<file path="config.mk">
export PLATFORM = sky130hd
export DESIGN_NAME = flow_occupancy_ctrl
export DESIGN_NICKNAME = d
export VERILOG_FILES = /design/src/rtl/flowctl_pkg.sv /design/src/rtl/occ_counter.sv /design/src/rtl/flow_state.sv /design/src/rtl/cmd_fifo.sv /design/src/rtl/flow_occupancy_ctrl.sv
export SDC_FILE = /design/constraint.sdc
export NUM_CORES = 2
export LEC_CHECK = 0
export CORE_MARGIN = 2
export CORE_UTILIZATION = 25
export DETAILED_ROUTE_END_ITERATION = 7
export GPL_TIMING_DRIVEN = 0
export HOLD_SLACK_MARGIN = 0.03
export PLACE_DENSITY = 0.49
export SYNTH_ARGS = -nofsm -noshare
export SYNTH_HDL_FRONTEND = slang
export SYNTH_SLANG_ARGS = --single-unit
</file>
<file path="constraint.sdc">
create_clock -name clk -period 38.1 [get_ports clk]
set_clock_uncertainty 0.1 [all_clocks]
set_input_delay 5.715 -clock clk [delete_from_list [all_inputs] [get_ports clk]]
set_output_delay 5.715 -clock clk [all_outputs]
set_load 0.02 [all_outputs]
</file>
<file path="src/rtl/flowctl_pkg.sv">
package flowctl_pkg;
    typedef enum logic {
        FL_RUN  = 1'b0,
        FL_HELD = 1'b1
    } flow_st_e;

    typedef enum logic {
        CMD_HOLD    = 1'b0,
        CMD_RELEASE = 1'b1
    } cmd_kind_e;
endpackage

</file>
<file path="src/rtl/occ_counter.sv">
module occ_counter #(
    parameter int CNT_W = 20
) (
    input  logic             clk,
    input  logic             rst_n,
    input  logic [CNT_W-1:0] inc,
    input  logic [CNT_W-1:0] dec,
    output logic [CNT_W-1:0] cnt_d,
    output logic             uflow
);
    localparam logic [CNT_W:0] CAP = {1'b0, {CNT_W{1'b1}}};

    logic [CNT_W-1:0] cnt_q;
    logic [CNT_W:0]   sum;
    logic [CNT_W:0]   diff;

    // Net update: add the arrival, then remove the departure, clamping at both ends.
    always_comb begin
        sum   = {1'b0, cnt_q} + {1'b0, inc};
        uflow = (sum < {1'b0, dec});
        diff  = sum - {1'b0, dec};
        if (uflow)
            cnt_d = '0;
        else if (diff > CAP)
            cnt_d = '1;
        else
            cnt_d = diff[CNT_W-1:0];
    end

    always_ff @(posedge clk) begin
        if (!rst_n)
            cnt_q <= '0;
        else
            cnt_q <= cnt_d;
    end


    clamp_zero_chk: assert property (@(posedge clk) disable iff (!rst_n)
        uflow |=> (cnt_q == '0));
endmodule

</file>
<file path="src/rtl/flow_state.sv">
module flow_state
    import flowctl_pkg::*;
#(
    parameter int CNT_W = 20
) (
    input  logic             clk,
    input  logic             rst_n,
    input  logic             touch,
    input  logic [CNT_W-1:0] cnt_d,
    input  logic [CNT_W-1:0] tot_d,
    input  logic [CNT_W-1:0] xoff,
    input  logic [CNT_W-1:0] xon,
    input  logic             grant,
    output logic             req,
    output cmd_kind_e        req_kind
);
    flow_st_e state_q, state_d;

    always_ff @(posedge clk) begin
        if (!rst_n)
            state_q <= FL_RUN;
        else
            state_q <= state_d;
    end

    // A transition happens only if its command was accepted into the queue.
    always_comb begin
        req      = 1'b0;
        req_kind = CMD_HOLD;
        state_d  = state_q;
        unique case (state_q)
            FL_RUN: begin
                if (touch && (cnt_d >= xoff || tot_d >= xoff)) begin
                    req = 1'b1;
                    if (grant)
                        state_d = FL_HELD;
                end
            end
            FL_HELD: begin
                if (touch && cnt_d <= xon && tot_d <= xon) begin
                    req      = 1'b1;
                    req_kind = CMD_RELEASE;
                    if (grant)
                        state_d = FL_RUN;
                end
            end
        endcase
    end


    hold_entry_chk: assert property (@(posedge clk) disable iff (!rst_n)
        (state_q == FL_HELD && $past(state_q) == FL_RUN)
            |-> $past(touch && (cnt_d >= xoff || tot_d >= xoff)));


    release_entry_chk: assert property (@(posedge clk) disable iff (!rst_n)
        (state_q == FL_RUN && $past(state_q) == FL_HELD)
            |-> $past(touch && cnt_d <= xon && tot_d <= xon));
endmodule

</file>
<file path="src/rtl/cmd_fifo.sv">
module cmd_fifo #(
    parameter int DEPTH  = 4,
    parameter int DATA_W = 4
) (
    input  logic              clk,
    input  logic              rst_n,
    input  logic [1:0]        n_push,
    input  logic [DATA_W-1:0] d0,
    input  logic [DATA_W-1:0] d1,
    output logic [DATA_W-1:0] head,
    output logic              head_valid,
    output logic [$clog2(DEPTH):0] used
);
    localparam int PTR_W = $clog2(DEPTH);

    logic [DATA_W-1:0] mem [DEPTH];
    logic [PTR_W-1:0]  wp_q, rp_q;
    logic [PTR_W:0]    cnt_q;
    logic              pop;

    assign pop        = (cnt_q != '0);
    assign head_valid = pop;
    assign head       = mem[rp_q];
    assign used       = cnt_q;

    always_ff @(posedge clk) begin
        if (n_push != 2'd0)
            mem[wp_q] <= d0;
        if (n_push == 2'd2)
            mem[wp_q + 1'b1] <= d1;
    end

    always_ff @(posedge clk) begin
        if (!rst_n) begin
            wp_q  <= '0;
            rp_q  <= '0;
            cnt_q <= '0;
        end else begin
            wp_q  <= wp_q + PTR_W'(n_push);
            rp_q  <= rp_q + PTR_W'(pop);
            cnt_q <= cnt_q + (PTR_W+1)'(n_push) - (PTR_W+1)'(pop);
        end
    end


    no_overflow_chk: assert property (@(posedge clk) disable iff (!rst_n)
        (int'(cnt_q) + int'(n_push) - int'(pop)) <= DEPTH);
endmodule

</file>
<file path="src/rtl/flow_occupancy_ctrl.sv">
module flow_occupancy_ctrl
    import flowctl_pkg::*;
#(
    parameter int NUM_FLOWS = 8,
    parameter int CNT_W     = 20,
    parameter int QDEPTH    = 4
) (
    input  logic                         clk,
    input  logic                         rst_n,
    input  logic [CNT_W-1:0]             xoff_lvl,
    input  logic [CNT_W-1:0]             xon_lvl,
    input  logic                         arr_valid,
    input  logic [$clog2(NUM_FLOWS)-1:0] arr_flow,
    input  logic [CNT_W-1:0]             arr_bytes,
    input  logic                         dep_valid,
    input  logic [$clog2(NUM_FLOWS)-1:0] dep_flow,
    input  logic [CNT_W-1:0]             dep_bytes,
    output logic                         cmd_valid,
    output logic                         cmd_release,
    output logic [$clog2(NUM_FLOWS)-1:0] cmd_flow,
    output logic                         err_underflow
);
    localparam int FLOW_W = $clog2(NUM_FLOWS);
    localparam int CMD_W  = FLOW_W + 1;

    logic [CNT_W-1:0]     tot_inc, tot_dec, tot_d;
    logic                 tot_uf;
    logic [NUM_FLOWS-1:0] flow_uf, req_v, grant_v;
    cmd_kind_e            kind_v [NUM_FLOWS];

    assign tot_inc = arr_valid ? arr_bytes : '0;
    assign tot_dec = dep_valid ? dep_bytes : '0;

    occ_counter #(.CNT_W(CNT_W)) u_total (
        .clk   (clk),
        .rst_n (rst_n),
        .inc   (tot_inc),
        .dec   (tot_dec),
        .cnt_d (tot_d),
        .uflow (tot_uf)
    );

    for (genvar f = 0; f < NUM_FLOWS; f++) begin : g_flow
        logic             hit_arr, hit_dep;
        logic [CNT_W-1:0] inc_f, dec_f, cnt_f;

        assign hit_arr = arr_valid && (arr_flow == FLOW_W'(f));
        assign hit_dep = dep_valid && (dep_flow == FLOW_W'(f));
        assign inc_f   = hit_arr ? arr_bytes : '0;
        assign dec_f   = hit_dep ? dep_bytes : '0;

        occ_counter #(.CNT_W(CNT_W)) u_cnt (
            .clk   (clk),
            .rst_n (rst_n),
            .inc   (inc_f),
            .dec   (dec_f),
            .cnt_d (cnt_f),
            .uflow (flow_uf[f])
        );

        flow_state #(.CNT_W(CNT_W)) u_fsm (
            .clk      (clk),
            .rst_n    (rst_n),
            .touch    (hit_arr || hit_dep),
            .cnt_d    (cnt_f),
            .tot_d    (tot_d),
            .xoff     (xoff_lvl),
            .xon      (xon_lvl),
            .grant    (grant_v[f]),
            .req      (req_v[f]),
            .req_kind (kind_v[f])
        );
    end

    // Only touched flows can request: the arrival flow first, then a distinct departure flow.
    logic             req_a, req_b, dep_sep, g_a, g_b, head_valid;
    logic [CMD_W-1:0] ent_a, ent_b, d0, head;
    logic [1:0]       n_push;
    logic [$clog2(QDEPTH):0] used;
    int               free_slots;

    assign dep_sep    = dep_valid && !(arr_valid && dep_flow == arr_flow);
    assign req_a      = arr_valid && req_v[arr_flow];
    assign req_b      = dep_sep && req_v[dep_flow];
    assign ent_a      = {kind_v[arr_flow], arr_flow};
    assign ent_b      = {kind_v[dep_flow], dep_flow};
    assign free_slots = QDEPTH - int'(used) + int'(head_valid);
    assign g_a        = req_a && (free_slots >= 1);
    assign g_b        = req_b && (free_slots >= (g_a ? 2 : 1));
    assign n_push     = 2'(g_a) + 2'(g_b);
    assign d0         = g_a ? ent_a : ent_b;

    for (genvar f = 0; f < NUM_FLOWS; f++) begin : g_grant
        assign grant_v[f] = (g_a && arr_flow == FLOW_W'(f)) ||
                            (g_b && dep_flow == FLOW_W'(f));
    end

    cmd_fifo #(.DEPTH(QDEPTH), .DATA_W(CMD_W)) u_queue (
        .clk        (clk),
        .rst_n      (rst_n),
        .n_push     (n_push),
        .d0         (d0),
        .d1         (ent_b),
        .head       (head),
        .head_valid (head_valid),
        .used       (used)
    );

    assign cmd_valid   = head_valid;
    assign cmd_release = head[CMD_W-1];
    assign cmd_flow    = head[FLOW_W-1:0];

    logic err_q;
    always_ff @(posedge clk) begin
        if (!rst_n)
            err_q <= 1'b0;
        else
            err_q <= tot_uf || (|flow_uf);
    end
    assign err_underflow = err_q;


    err_src_chk: assert property (@(posedge clk) disable iff (!rst_n)
        err_underflow |-> $past(dep_valid));
endmodule

</file>
* Word level (Yosys, flattened, before mapping)
Memories as Yosys holds them, arrays and structs flattened. A register that Yosys moved wholly into a read port is not among the register bits. Cells that the tools add are included.
Word-level totals: RAM bits 16, word-level logic and storage cells 334, output and inout port bits 6, bits in registers 196, memories 1, input port bits 90
Operators by class: order comparisons 42, bitwise operators 10, equality and inequality tests 16, muxes and demuxes 125, $add $sub $neg 26, reduce and logical (&&, ||, !) cells 93
Memory list:
- u_queue.mem | words 4, width 4, rd ports 1, clocked after memory_dff 1, write ports 2, line cmd_fifo.sv:16 | logic [DATA_W-1:0] mem [DEPTH];
Operators by type and width (count):
- $mux 20 | 36
- $add 20x20->21 | 9
- $gt 21x20->1 const B | 9
- $lt 21x20->1 | 9
- $sub 21x20->21 | 9
- $ge 20x20->1 | 9
- $le 20x20->1 | 9
- $mux 1 | 66
- $logic_and 1x1->1 | 62
- $pmux 1 s2 | 16
- $logic_or 1x1->1 | 25
- $eq 3x3->1 const B | 8
- $bmux 1 s3 | 4
- $eq 3x2->1 const B | 4
- $ge 4x4->1 const B | 2
- $lt 3x4->1 const B | 2
- $not 1->1 | 8
- $not 3->4 | 2
- $reduce_or 8->1 | 1
- $eq 3x1->1 const B | 2
- $logic_not 3->1 | 2
- $add 4x2->5 | 1
- $ge 5x2->1 const B | 1
- $ge 5x3->1 | 1
- 14 further kinds | 15

* Longest topological paths before layout
depth in word-level cells 25, gate-level depth with buffers 59

* Modules after synthesis
Synthesis repeated with hierarchy kept, for this count alone.
Second synthesis, totals: cells, all modules 6176, area, all modules 45453.6 sq um
Modules (own cells, without submodules):
- occ_counter (g_flow[1].u_cnt ...) | instances 6, cells an instance 402, area an instance 2926.6 sq um
- flow_state | instances 8, cells an instance 247, area an instance 1920.6 sq um
- occ_counter (u_total) | instances 1, cells an instance 410, area an instance 3056.7 sq um
- occ_counter (g_flow[6].u_cnt) | instances 1, cells an instance 395, area an instance 2849.0 sq um
- flow_occupancy_ctrl | instances 1, cells an instance 549, area an instance 2718.9 sq um
- occ_counter (g_flow[0].u_cnt) | instances 1, cells an instance 355, area an instance 2673.8 sq um
- cmd_fifo | instances 1, cells an instance 79, area an instance 1231.2 sq um

* Least setup slack after synthesis
Ideal clock, no wire load.
kind input to register, from input arr_flow[1], to register u_queue.cnt_q[2], in the netlist u_queue.used[2], cell stages on the path 54, buffers on the path 7, slack 21933 ps, setup time 128 ps, arrival time 15939 ps, cells stage by stage clkbuf_1 clkbuf_1 clkbuf_1 nand2b_1 clkbuf_1 clkbuf_1 nor2_1 ha_1 inv_1 fa_1 nor2b_1 o31ai_1 a21oi_1 a21o_1 a21o_1 a21oi_1 xnor2_1 ha_1 [... 18 more ...] inv_1 ha_1 nand2b_1 a21oi_1 nand2_1 nand4_1 a311oi_1 buf_2 o21ai_1 nor2_1 o21a_1 ha_1 inv_1 ha_1 fa_1 xnor2_1 xnor2_1 nor2_1
On the way: word-level cells in the longest chain between the ends 23, elaborated cells on any way between the ends 169
Ends and longest elaborated chain:
- from (decl) | line flow_occupancy_ctrl.sv:13 | input logic [$clog2(NUM_FLOWS)-1:0] arr_flow,
- $eq 3x3->1 (*) | line flow_occupancy_ctrl.sv:47 | assign hit_arr = arr_valid && (arr_flow == FLOW_W'(f));
- $logic_and 1x1->1 (*) | line flow_occupancy_ctrl.sv:47
- $mux 20 (*) | line flow_occupancy_ctrl.sv:49 | assign inc_f = hit_arr ? arr_bytes : '0;
- $add 20x20->21 (*) | line occ_counter.sv:19 | sum = {1'b0, cnt_q} + {1'b0, inc};
- $sub 21x20->21 | line occ_counter.sv:21 | diff = sum - {1'b0, dec};
- $gt 21x20->1 | line occ_counter.sv:24 | else if (diff > CAP)
- $mux 20 | line occ_counter.sv:24
- $mux 20 (*) | line occ_counter.sv:22 | if (uflow)
- named net g_flow[4].cnt_f[5] | line flow_occupancy_ctrl.sv:45 | logic [CNT_W-1:0] inc_f, dec_f, cnt_f;
- [... 7 more ...]
- $logic_and 1x1->1 | line flow_occupancy_ctrl.sv:83 | assign req_a = arr_valid && req_v[arr_flow];
- $logic_and 1x1->1 | line flow_occupancy_ctrl.sv:88 | assign g_a = req_a && (free_slots >= 1);
- $mux 2 | line flow_occupancy_ctrl.sv:89 | assign g_b = req_b && (free_slots >= (g_a ? 2 : 1));
- $ge 5x3->1 | line flow_occupancy_ctrl.sv:89
- $logic_and 1x1->1 | line flow_occupancy_ctrl.sv:89
- $add 1x1->2 (*) | line flow_occupancy_ctrl.sv:90 | assign n_push = 2'(g_a) + 2'(g_b);
- $add 3x2->3 (*) | line cmd_fifo.sv:41 | cnt_q <= cnt_q + (PTR_W+1)'(n_push) - (PTR_W+1)'(pop);
- $sub 3x1->3 (*) | line cmd_fifo.sv:41
- to (signal assigned) | line cmd_fifo.sv:41
- to (decl) | line cmd_fifo.sv:18 | logic [PTR_W:0] cnt_q;
The timed path passes the listed nets; every way through them passes the cells marked *. The select of a mux whose other input is x is not followed. A chain may end at the register's enable or synchronous reset.

* Final worst setup path
from input arr_valid, to register u_queue.cnt_q[2], in the netlist u_queue.used[2]
On the way: word-level cells in the longest chain between the ends 22, elaborated cells on any way between the ends 169
Ends and longest elaborated chain:
- from (decl) | line flow_occupancy_ctrl.sv:12 | input logic arr_valid,
- $logic_and 1x1->1 (*) | line flow_occupancy_ctrl.sv:47
- $mux 20 (*) | line flow_occupancy_ctrl.sv:49
- $add 20x20->21 (*) | line occ_counter.sv:19
- $sub 21x20->21 | line occ_counter.sv:21
- $gt 21x20->1 | line occ_counter.sv:24
- $mux 20 | line occ_counter.sv:24
- $mux 20 (*) | line occ_counter.sv:22
- named net g_flow[2].cnt_f[1] | line flow_occupancy_ctrl.sv:45
- [... 7 more ...]
- $logic_and 1x1->1 | line flow_occupancy_ctrl.sv:83
- $logic_and 1x1->1 | line flow_occupancy_ctrl.sv:88
- $mux 2 | line flow_occupancy_ctrl.sv:89
- $ge 5x3->1 | line flow_occupancy_ctrl.sv:89
- $logic_and 1x1->1 | line flow_occupancy_ctrl.sv:89
- $add 1x1->2 (*) | line flow_occupancy_ctrl.sv:90
- $add 3x2->3 (*) | line cmd_fifo.sv:41
- $sub 3x1->3 (*) | line cmd_fifo.sv:41
Marks and branches as above.

==> summary.md <==
| Metric | Value |
|---|---|
| Status | `complete, but fails checks` |
| Ranking of synthesized cells by area | `ha_1 (27%), dfxtp_1 (12%), nor2_1 (7.8%)` |
| Leakage power | `17.2 nW` |
| Worst hold path class | `reg -> reg` |
| Maximum vdd drop | `0.0000387 V` |
| Die Width | `371 um` |
| CP max FO | `10` |
| Crit end category | `register` |
| Fill count | `14591` |
| Final setup vio count | `0` |
| WL/cell | `23.0 um` |
| Hold bufs inserted after CTS | `0` |
| TritonRoute pass-1 iters | `7` |
| Warnings from Yosys | `0` |
| FF+latch count, synth | `212` |
| Vias in the first global route | `32085` |
| Vias | `34748` |
| Mean area per synthesized cell | `7.43 sq um` |
| Clock-pin transition on the worst setup and hold timing paths | `60 ps` |
| Worst-skew pair later-pin latency | `570 ps` |
| CTS Root Cell | `clkbuf_16` |
| Cts repair resizes | `0` |
| Synthesis-to-finish area growth | `12.9%` |
| Seq/Total Area, Yosys | `13.1%` |
| Startpoint Class | `input pin` |
| Arr. time, crit path | `20590 ps` |
| Register area | `4400 sq um` |
| Tcrit/Tclk final | `53.2%` |
| Routed WL | `149000 um` |
| Gpl congestion | `0.957` |
| Measured slew at the worst slew-check pin | `1520 ps` |
| Die Y | `371 um` |
| Final Hold Vio Count | `0` |
| Slowest cell on crit path | `nand2_1` |
| Port Buf Inserts | `93` |
| Top cell type's share of synthesized area | `27.2%` |
| Power density over cell area | `95.3 nW/um^2` |
| Setup bufs post-CTS | `0` |
| Routed vias/inst | `5.38` |
| TritonCTS clock tree | `yes` |
| Synth Flop Type | `dfxtp_1` |
| NumNets Final | `5508` |
| Post-synth EDFFs | `16` |
| Clk sinks | `212` |
| Initial DRC Count | `3427` |
| DRC violations left | `0` |
| Effective utilization at floorplan | `25.2%` |
| Final-report max-slew violation count | `16` |
| Cell count after synthesis | `4535` |
| Longest Clk Path Bufs | `3` |
| Rel. slew slack | `-1.44%` |
| Total of max-cap violations | `2` |
| Final hold slack | `393 ps` |
| CP bufs+invs | `7` |
| Number of nets with antenna violations after routing | `0` |
| Final min period | `20270 ps` |
| Gr usage total | `20.9%` |
| Initial antenna violation count | `16` |
| FFs w/ async S/R, synth | `0%` |
| Total negative slack | `0 ps` |
| Post-DP HPWL | `108000 um` |
| # IOs | `96` |
| First-pass GRT wire length | `213000 um` |
| Failing checks | `capacitance limit, slew limit` |
| RSZ-0062 raised after global routing | `no` |
| CP most frequent cell | `nor2_1` |
| Die area | `138000 sq um` |
| Crit Path Class | `in -> reg` |
| Largest net degree at the start of global routing | `11` |
| Num rows | `134` |
| Crit path max-delay family | `compound AO/OA/AOI/OAI gates` |
| TritonCTS Buffers | `34` |
| Fmax | `49.3 MHz` |
| Total grt overflow | `0` |
| Slowest stage delay, CP | `940 ps` |
| Critical Path RT | `38420 ps` |
| H-Tree Depth | `2` |
| Area of the multi-input gates | `27900 sq um` |
| Synthesized area | `33700 sq um` |
| Most instantiated library cell after synthesis | `ha_1` |
| Largest area contributor in the synthesized netlist | `ha_1` |
| Synth unique cells | `93` |
| Core ar. | `134000 sq um` |
| Syn_nets | `5377` |
| Layout cells sized above 1 | `3.41%` |
| Top cells by count, synth | `ha_1 (733), nor2_1 (702), a21oi_1 (473)` |
==> where the power goes <==
| group | switching [mW] | total [mW] | internal [mW] |
|---|---|---|---|
| sequential | 0.0261 | 0.332 | 0.305 |
| combinational | 1.83 | 2.97 | 1.14 |
| clock | 0.133 | 0.325 | 0.192 |
| total | 1.99 | 3.62 | 1.64 |
==> sequential cells by signal (all words and copies together) (netlist names) <==
name,count
u_queue.rp_q,2
err_underflow,1
g_flow.u_fsm.state_q,8
u_queue.mem,16
u_queue.used,3
g_flow.u_cnt.cnt_q,160
u_total.cnt_q,20
u_queue.wp_q,2
==> placed cells by master (no fill, tap or decap), types with 20 or more instances in the layout <==
cell type / instances
ha_1: 733
nor2_1: 702
a21oi_1: 473
nand2_1: 385
inv_1: 219
xnor2_1: 215
dfxtp_1: 196
o21ai_0: 189
a21o_1: 129
clkbuf_1: 97
clkdlybuf4s50_1: 93
nand3_1: 87
xor2_1: 83
o21a_1: 80
nand2b_1: 74
nor3_1: 70
nor2b_1: 65
nand4_1: 55
and2_1: 46
and3_1: 39
a31oi_1: 38
clkbuf_16: 37
a211oi_1: 36
o21bai_1: 34
and4_1: 28
o211ai_1: 26
or3_1: 23
o31ai_1: 20
==> per-layer routing <==
| layer | vias up | GRT usage, % | wire (um) | part of all wire, % |
|---|---|---|---|---|
| li1 | 16602 | - | - | - |
| met1 | 16607 | 29.9 | 69600 | 47 |
| met2 | 1348 | 31.1 | 60700 | 41 |
| met3 | 187 | 3.81 | 13300 | 8.9 |
| met4 | 4 | 7.16 | 5330 | 3.6 |
| met5 | - | 0 | 19 | 0.013 |
==> final timing paths <==
check             slack, ps                                  to  depth (start not counted)                                start
hold / removal          390  g_flow[5].u_fsm.state_q$_SDFF_PN0_                          2   g_flow[5].u_fsm.state_q$_SDFF_PN0_
setup / recovery      17830          u_queue.used[2]$_SDFF_PN0_                         54                            arr_valid
hold reg to reg         390  g_flow[5].u_fsm.state_q$_SDFF_PN0_                          2   g_flow[5].u_fsm.state_q$_SDFF_PN0_
setup reg to reg      25810          u_queue.used[2]$_SDFF_PN0_                         50  g_flow[2].u_cnt.cnt_q[1]$_SDFF_PN0_
==> area by class of cell <==
class                   count  share of cell area (%)
diodes                      4                  0.0263
plain buffers             134                    1.45
clock buffers              49                    2.69
clock inverters             9                   0.178
inverters                 222                    2.19
multi-input cells        3967                    73.5
flip-flops and latches    212                    11.6
well taps                1768                    5.82
repair buffers             95                    2.59
==> per-stage QoR <==
| step | setup slack (ps) | power (mW) | util, % | area, sq um | instances |
|---|---|---|---|---|---|
| 2_1_floorplan | 21930 | 2.48 | - | 33700 | 4535 |
| 3_3_place_gp | 17450 | 3.19 | 27.6 | 36800 | 6396 |
| 3_5_place_dp | 17670 | 3.22 | 27.6 | 36900 | 6398 |
| 4_1_cts | 18260 | 3.57 | 28.4 | 38000 | 6456 |
| 5_1_grt | 17280 | 3.98 | 28.4 | 38000 | 6457 |
| 6_report | 17830 | 3.62 | 28.5 | 38000 | 6460 |
==> worst min-delay path, stage by stage (launching register included) <==
cell     delay [ps]
dfxtp_1         330
nand2_1          60
mux2i_1          50
==> cell families (layout without fill, tap and decap cells) <==
family / Yosys count / count (layout) / synth area share [%]
buffers and inverters: 356 / 509 / 4.04
adder cells (fa/ha/maj): 752 / 752 / 28.4
AND/OR/NAND/NOR: 1656 / 1656 / 22.5
XOR/XNOR: 298 / 298 / 7.75
multiplexers: 18 / 18 / 0.754
AO/OA/AOI/OAI: 1243 / 1243 / 23.5
other: 0 / 4 / 0
flip-flops: 212 / 212 / 13.1
Note: power is estimated with default switching activity, not from simulation.
